[config.mk]
export PLATFORM = sky130hd
export DESIGN_NAME = img_loader
export DESIGN_NICKNAME = d
export VERILOG_FILES = /design/src/rtl/img_loader_pkg.sv /design/src/rtl/sync_match.sv /design/src/rtl/csum_acc.sv /design/src/rtl/word_pack.sv /design/src/rtl/img_loader.sv
export SDC_FILE = /design/constraint.sdc
export NUM_CORES = 1
export LEC_CHECK = 0
export CORE_MARGIN = 3
export CORE_UTILIZATION = 55
export CTS_BUF_LIST = sky130_fd_sc_hd__clkbuf_4 sky130_fd_sc_hd__clkbuf_8
export DETAILED_ROUTE_END_ITERATION = 6
export PLACE_DENSITY = 0.81
export SLEW_MARGIN = 15
export SYNTH_ARGS = -nofsm -noshare
export SYNTH_HDL_FRONTEND = slang
export SYNTH_HIERARCHICAL = 1
export SYNTH_SLANG_ARGS = --single-unit
[constraint.sdc]
create_clock -name clk -period 3.8 [get_ports clk]
set_clock_uncertainty 0.15 [all_clocks]
set_input_delay 0.38 -clock clk [delete_from_list [all_inputs] [get_ports clk]]
set_output_delay 0.38 -clock clk [all_outputs]
set_load 0.02 [all_outputs]
[src/rtl/img_loader_pkg.sv]
package img_loader_pkg;

    typedef enum logic [2:0] {
        LD_SYNC,
        LD_CNT_LO,
        LD_CNT_HI,
        LD_W_LO,
        LD_W_HI,
        LD_CK_LO,
        LD_CK_HI
    } ld_state_e;

    localparam int SYNC_LEN = 6;

    function automatic logic [7:0] sync_byte(input logic [2:0] idx);
        case (idx)
            3'd0:    sync_byte = 8'h00;
            3'd1:    sync_byte = 8'hFF;
            3'd2:    sync_byte = 8'h00;
            3'd3:    sync_byte = 8'hFF;
            3'd4:    sync_byte = 8'hA5;
            default: sync_byte = 8'hC3;
        endcase
    endfunction

endpackage

[src/rtl/sync_match.sv]
module sync_match
    import img_loader_pkg::*;
(
    input  logic [2:0] idx,
    input  logic [7:0] byt,
    output logic [2:0] idx_nxt,
    output logic       complete,
    output logic       broke
);
    always_comb begin
        complete = 1'b0;
        broke    = 1'b0;
        idx_nxt  = 3'd0;
        if (byt == sync_byte(idx)) begin
            if (idx == 3'(SYNC_LEN - 1)) begin
                complete = 1'b1;
            end else begin
                idx_nxt = idx + 3'd1;
            end
        end else begin
            broke   = (idx != 3'd0);
            idx_nxt = (byt == sync_byte(3'd0)) ? 3'd1 : 3'd0;
        end
    end
endmodule

[src/rtl/csum_acc.sv]
module csum_acc #(
    parameter int W = 16
) (
    input  logic         clk,
    input  logic         rst_n,
    input  logic         clr,
    input  logic         add,
    input  logic [7:0]   byt,
    output logic [W-1:0] sum
);
    logic [W-1:0] sum_d, sum_q;

    always_comb begin
        sum_d = sum_q;
        if (clr) begin
            sum_d = '0;
        end else if (add) begin
            sum_d = sum_q + W'(byt);
        end
    end

    always_ff @(posedge clk or negedge rst_n) begin
        if (!rst_n) sum_q <= '0;
        else        sum_q <= sum_d;
    end

    assign sum = sum_q;
endmodule

[src/rtl/word_pack.sv]
module word_pack #(
    parameter int IW = 12
) (
    input  logic [7:0]    lo,
    input  logic [7:0]    hi,
    output logic [IW-1:0] insn,
    output logic          bad
);
    localparam int FW = 16;
    logic [FW-1:0] full;

    always_comb begin
        full = {hi, lo};
        insn = full[IW-1:0];
        bad  = |full[FW-1:IW];
    end
endmodule

[src/rtl/img_loader.sv]
module img_loader
    import img_loader_pkg::*;
#(
    parameter int ADDR_W = 12,
    parameter int IW     = 12
) (
    input  logic              clk,
    input  logic              rst_n,
    input  logic              in_valid,
    input  logic [7:0]        in_byte,
    output logic              mem_we,
    output logic [ADDR_W-1:0] mem_addr,
    output logic [IW-1:0]     mem_wdata,
    output logic              done,
    output logic              hdr_err,
    output logic              csum_err,
    output logic              fmt_err
);
    localparam int CW = 16;

    typedef struct packed {
        ld_state_e         st;
        logic [2:0]        hidx;
        logic [CW-1:0]     left;
        logic [7:0]        lo;
        logic [ADDR_W-1:0] addr;
        logic [ADDR_W-1:0] waddr;
        logic              we;
        logic [IW-1:0]     wdata;
        logic              done;
        logic              cerr;
        logic              herr;
        logic              ferr;
    } ld_regs_t;

    ld_regs_t r_d, r_q;

    logic [2:0]    m_idx;
    logic          m_complete, m_broke;
    logic          ck_clr, ck_add;
    logic [CW-1:0] ck_sum;
    logic [IW-1:0] w_insn;
    logic          w_bad;
    logic [CW-1:0] hi_lo;

    sync_match u_sync (
        .idx      (r_q.hidx),
        .byt      (in_byte),
        .idx_nxt  (m_idx),
        .complete (m_complete),
        .broke    (m_broke)
    );

    csum_acc #(.W(CW)) u_sum (
        .clk   (clk),
        .rst_n (rst_n),
        .clr   (ck_clr),
        .add   (ck_add),
        .byt   (in_byte),
        .sum   (ck_sum)
    );

    word_pack #(.IW(IW)) u_pack (
        .lo   (r_q.lo),
        .hi   (in_byte),
        .insn (w_insn),
        .bad  (w_bad)
    );

    assign hi_lo = {in_byte, r_q.lo};

    always_comb begin
        r_d      = r_q;
        r_d.we   = 1'b0;
        r_d.done = 1'b0;
        r_d.cerr = 1'b0;
        r_d.herr = 1'b0;
        ck_clr   = 1'b0;
        ck_add   = 1'b0;
        if (in_valid) begin
            case (r_q.st)
                LD_SYNC: begin
                    r_d.hidx = m_idx;
                    r_d.herr = m_broke;
                    if (m_complete) begin
                        r_d.st   = LD_CNT_LO;
                        r_d.ferr = 1'b0;
                        r_d.addr = '0;
                        ck_clr   = 1'b1;
                    end
                end
                LD_CNT_LO: begin
                    r_d.lo = in_byte;
                    ck_add = 1'b1;
                    r_d.st = LD_CNT_HI;
                end
                LD_CNT_HI: begin
                    ck_add   = 1'b1;
                    r_d.left = hi_lo;
                    r_d.st   = (hi_lo == '0) ? LD_CK_LO : LD_W_LO;
                end
                LD_W_LO: begin
                    r_d.lo = in_byte;
                    ck_add = 1'b1;
                    r_d.st = LD_W_HI;
                end
                LD_W_HI: begin
                    ck_add = 1'b1;
                    if (w_bad) begin
                        r_d.ferr = 1'b1;
                    end else begin
                        r_d.we    = 1'b1;
                        r_d.wdata = w_insn;
                        r_d.waddr = r_q.addr;
                    end
                    r_d.addr = r_q.addr + ADDR_W'(1);
                    r_d.left = r_q.left - CW'(1);
                    r_d.st   = (r_q.left == CW'(1)) ? LD_CK_LO : LD_W_LO;
                end
                LD_CK_LO: begin
                    r_d.lo = in_byte;
                    r_d.st = LD_CK_HI;
                end
                LD_CK_HI: begin
                    if (hi_lo == ck_sum) begin
                        r_d.done = ~r_q.ferr;
                    end else begin
                        r_d.cerr = 1'b1;
                    end
                    r_d.hidx = 3'd0;
                    r_d.st   = LD_SYNC;
                end
                default: begin
                    r_d.st   = LD_SYNC;
                    r_d.hidx = 3'd0;
                end
            endcase
        end
    end

    always_ff @(posedge clk or negedge rst_n) begin
        if (!rst_n) begin
            r_q <= '{st: LD_SYNC, default: '0};
        end else begin
            r_q <= r_d;
        end
    end

    assign mem_we    = r_q.we;
    assign mem_addr  = r_q.waddr;
    assign mem_wdata = r_q.wdata;
    assign done      = r_q.done;
    assign hdr_err   = r_q.herr;
    assign csum_err  = r_q.cerr;
    assign fmt_err   = r_q.ferr;
endmodule

==> results.md <==
### Outcome
- finished, final reports clean — result of the run

### Global route
- 0.235 — aggregate global-route resource usage
- 4109 — vias in the first global route
- 0 — antenna violations before repair
- 0 — aggregate global routing overflow
- 60 — maximum number of pins on one net before global-route repair
- 20.6 mm — wire length of the first global-routing pass

### STA
- 0 — Fin. Hold Viols
- 283 MHz — Fmax achieved
- 0.342 ns — worst hold-check slack
- 3.54 ns — post-route minimum period
- 0.424 — worst rel slew slack
- 0.931 — final cycle utilization of the critical path
- 0 — final max-slew violation count
- 0 — final setup violation count
- 0.862 ns — transition at the pin with the smallest max-transition slack

### Floorplan
- 0.567 — initial core utilization
- 40 — number of placed I/O pins
- 35 — standard-cell rows
- 9280 sq um — core area
- 10800 sq um — full die area
- 104 um — chip height
- 104 um — die outline width

### Job
- 0 — max-cap check violation count

### Cells and area
- 571 — Final #Nets
- 0.161 — share of final-layout standard cells stronger than drive strength 1
- 0.622 — Final Util
- 9.67% — post-synthesis to final-layout area growth
- 0 — antenna diode count
- 681 — number of cells in the finished layout apart from fillers

### Synthesis
- 541 — Post-Synthesis Cells
- 9.73 sq um — Mapped Avg Cell Area
- 1.00 — async set-or-reset flop fraction in the synthesized netlist
- 87 — post-synthesis sequential element count
- sky130_fd_sc_hd__dfrtp_1 — commonest register cell after synthesis
- 565 — Synth Net Count
- 6 — Syn. warnings
- 0.413 — sequential share of the synthesized area
- 0 — EDFF count, synth
- 64 — distinct cell type count after synthesis
- 5270 sq um — summed instance area of the synthesized netlist

### Detailed routing
- 0 — remaining design rule violation count
- 6.16 — Vias per Instance
- 0 — Detail Route Antenna Nets
- 5 — detailed-routing iteration count for the pre-antenna-repair pass
- 4197 — DR vias
- 378 — violation count after the first detailed-routing iteration
- 12.2 mm — routed wire length
- 17.9 um — average detailed-routed wire length per instance

### Critical path
- reg -> reg — classification of the worst setup path
- flip-flop — category of the worst setup path launch point
- 3.91 ns — data required time of the worst path
- 9 — largest fanout on the critical path
- 3.64 ns — CP Data Arrival Time
- u_sum/sum[15] — reg-to-reg critical path endpoint
- r_q[67] — startpoint of the lowest-slack register-to-register path
- 13 — Register-to-Register Path Depth
- flip-flop — kind of capture point of the worst setup path
- 0.26 ns — Worst R2R Setup Slack

### Min path
- fmt_err — source of the worst hold timing path
- 1 — worst hold stages
- reg -> reg — Hold/Removal Path Class
- done — Min-Delay Endpoint

### Place
- 8.65 mm — DP Wirelength
- 39 — # port buffers
- 0.952 — routability congestion estimate from global placement
- 664 — total instance count after detailed placement

### Clock tree
- 3 — H-tree levels
- 9 — number of buffers created by CTS
- 0.37 ns — clock latency on the worst-skew pair
- sky130_fd_sc_hd__clkbuf_8 — CTS root buf
- yes — clock tree from TritonCTS
- 0.10 ns — clock slew seen by the registers of the worst setup and hold paths
- 87 — number of clock sinks
- 2 — buffer depth of the longest clock path

### Power and ir drop
- 0.330 mV — Peak supply drop
- 2.43 nW — leakage power
- 639 nW/um^2 — pwr dens
- 3.69 mW — Final Power

critical path: stages (launching register included):
cell	delay (ns)
sky130_fd_sc_hd__dfrtp_1	0.54
sky130_fd_sc_hd__inv_1	0.16
sky130_fd_sc_hd__ha_1	0.29
sky130_fd_sc_hd__nor3_1	0.22
sky130_fd_sc_hd__a21oi_1	0.08
sky130_fd_sc_hd__nor4_2	0.32
sky130_fd_sc_hd__nand3_2	0.22
sky130_fd_sc_hd__nor4_4	0.24
sky130_fd_sc_hd__and2_1	0.21
sky130_fd_sc_hd__nor2_1	0.13
sky130_fd_sc_hd__nor2_1	0.23
sky130_fd_sc_hd__nand3_1	0.11
sky130_fd_sc_hd__o21ai_0	0.18
sky130_fd_sc_hd__mux2_2	0.35
cells in the mapped netlist (4+ instances only):
cell type	count	share of area
sky130_fd_sc_hd__a211oi_1	5	0.0071
sky130_fd_sc_hd__a21o_1	4	0.0057
sky130_fd_sc_hd__a21oi_1	24	0.023
sky130_fd_sc_hd__a22oi_1	8	0.011
sky130_fd_sc_hd__and2_1	4	0.0048
sky130_fd_sc_hd__buf_4	38	0.054
sky130_fd_sc_hd__clkbuf_1	13	0.0093
sky130_fd_sc_hd__dfrtp_1	87	0.41
sky130_fd_sc_hd__ha_1	12	0.029
sky130_fd_sc_hd__inv_1	18	0.013
sky130_fd_sc_hd__mux2_2	34	0.073
sky130_fd_sc_hd__mux2i_1	4	0.0076
sky130_fd_sc_hd__nand2_1	27	0.019
sky130_fd_sc_hd__nand3_1	20	0.019
sky130_fd_sc_hd__nand3_2	4	0.0076
sky130_fd_sc_hd__nand4_1	9	0.011
sky130_fd_sc_hd__nor2_1	42	0.030
sky130_fd_sc_hd__nor2b_1	10	0.012
sky130_fd_sc_hd__nor3_1	13	0.012
sky130_fd_sc_hd__nor3b_1	4	0.0057
sky130_fd_sc_hd__nor4_1	14	0.017
sky130_fd_sc_hd__o211ai_1	11	0.016
sky130_fd_sc_hd__o21a_1	4	0.0057
sky130_fd_sc_hd__o21ai_0	26	0.025
sky130_fd_sc_hd__or2_2	6	0.0071
sky130_fd_sc_hd__or3_1	8	0.0095
sky130_fd_sc_hd__or4_1	7	0.010
sky130_fd_sc_hd__xnor2_1	7	0.012
sky130_fd_sc_hd__xor2_1	20	0.033
cell type report:
class,instances,area [sq um]
well taps,129,161
clock inverters,7,86.3
clock buffers,9,124
repair buffers,55,514
multi-input cells,376,2640
inverters,18,67.6
flip-flops and latches,87,2180
fillers,775,3510
cells by family (layout without fill, tap and decap cells):
kind of cell / after synthesis / in the layout / synth area share
AND/OR/NAND/NOR: 183 / 183 / 0.189
AO/OA/AOI/OAI: 112 / 112 / 0.143
flip-flops: 87 / 87 / 0.413
buffers and inverters: 78 / 89 / 0.0881
multiplexers: 41 / 41 / 0.0889
XOR/XNOR: 27 / 27 / 0.0449
adder cells (fa/ha/maj): 13 / 13 / 0.0323
per-layer routing:
layer / share of wire / vias up / track usage / routed length, um
met5: 0 / - / 0 / 0
met4: 0.031 / 0 / 0.0874 / 378
met3: 0.062 / 42 / 0.0435 / 752
met2: 0.47 / 187 / 0.383 / 5760
met1: 0.44 / 2029 / 0.314 / 5320
li1: - / 1939 / - / -
placed cells by master, fill, tap and decap left out, types with 4 or more instances in the layout:
| master | n |
|---|---|
| sky130_fd_sc_hd__nand2_1 | 27 |
| sky130_fd_sc_hd__xnor2_1 | 7 |
| sky130_fd_sc_hd__or4_1 | 7 |
| sky130_fd_sc_hd__buf_4 | 15 |
| sky130_fd_sc_hd__nor3_1 | 13 |
| sky130_fd_sc_hd__nor4_1 | 14 |
| sky130_fd_sc_hd__a21o_1 | 4 |
| sky130_fd_sc_hd__or3_1 | 8 |
| sky130_fd_sc_hd__and2_1 | 4 |
| sky130_fd_sc_hd__nand4_1 | 9 |
| sky130_fd_sc_hd__o21a_1 | 4 |
| sky130_fd_sc_hd__mux2_2 | 34 |
| sky130_fd_sc_hd__clkdlybuf4s50_1 | 38 |
| sky130_fd_sc_hd__or2_2 | 6 |
| sky130_fd_sc_hd__mux2i_1 | 4 |
| sky130_fd_sc_hd__ha_1 | 12 |
| sky130_fd_sc_hd__nor2b_1 | 10 |
| sky130_fd_sc_hd__a21oi_1 | 24 |
| sky130_fd_sc_hd__nand3_2 | 4 |
| sky130_fd_sc_hd__o21ai_0 | 26 |
| sky130_fd_sc_hd__o211ai_1 | 11 |
| sky130_fd_sc_hd__a22oi_1 | 8 |
| sky130_fd_sc_hd__clkbuf_8 | 9 |
| sky130_fd_sc_hd__a211oi_1 | 4 |
| sky130_fd_sc_hd__nand3_1 | 20 |
| sky130_fd_sc_hd__inv_1 | 18 |
| sky130_fd_sc_hd__dfrtp_1 | 86 |
| sky130_fd_sc_hd__nor2_1 | 42 |
| sky130_fd_sc_hd__xor2_1 | 20 |
power breakdown:
part           leakage [nW]  internal [mW]  switching, mW
clock                 0.104          0.319          0.371
combinational          1.22          0.659          0.792
sequential             1.11           1.18          0.370
total                  2.43           2.16           1.53
stage by stage:
stage	setup WS, ns	TNS, ns	cell area, sq um
after CTS	0.166	0	5760
final	0.263	0	5780
after global routing	-0.0185	-0.0507	5780
after detailed placement	0.205	0	5540
after floorplan	0.244	0	5270
after global placement	0.427	0	5540
registers in the layout (all words and copies together) (netlist names):
register   flops
mem_we         1
hi_lo          8
u_sum/sum     16
mem_wdata     12
r_q           34
csum_err       1
fmt_err        1
hdr_err        1
mem_addr      12
done           1
worst max path at each step:
stage	start	endpoint	slack [ns]
floorplan	r_q[65]	u_sum/sum[12]	0.24
global placement	r_q[65]	u_sum/sum[13]	0.43
detailed placement	r_q[65]	u_sum/sum[13]	0.20
CTS	r_q[65]	u_sum/sum[13]	0.17
global route	r_q[67]	r_q[40]	-0.02
finish	r_q[67]	u_sum/sum[15]	0.26
what timing repair did:
item / in CTS / in global routing
hold buffers: 1 / 0
buffers inserted: 0 / 0
gates resized for setup: 0 / 4
setup endpoints to repair: 0 / 6
endpoints found under the hold margin: 58 / 0
No activity file was read; power rests on OpenSTA's default activity.
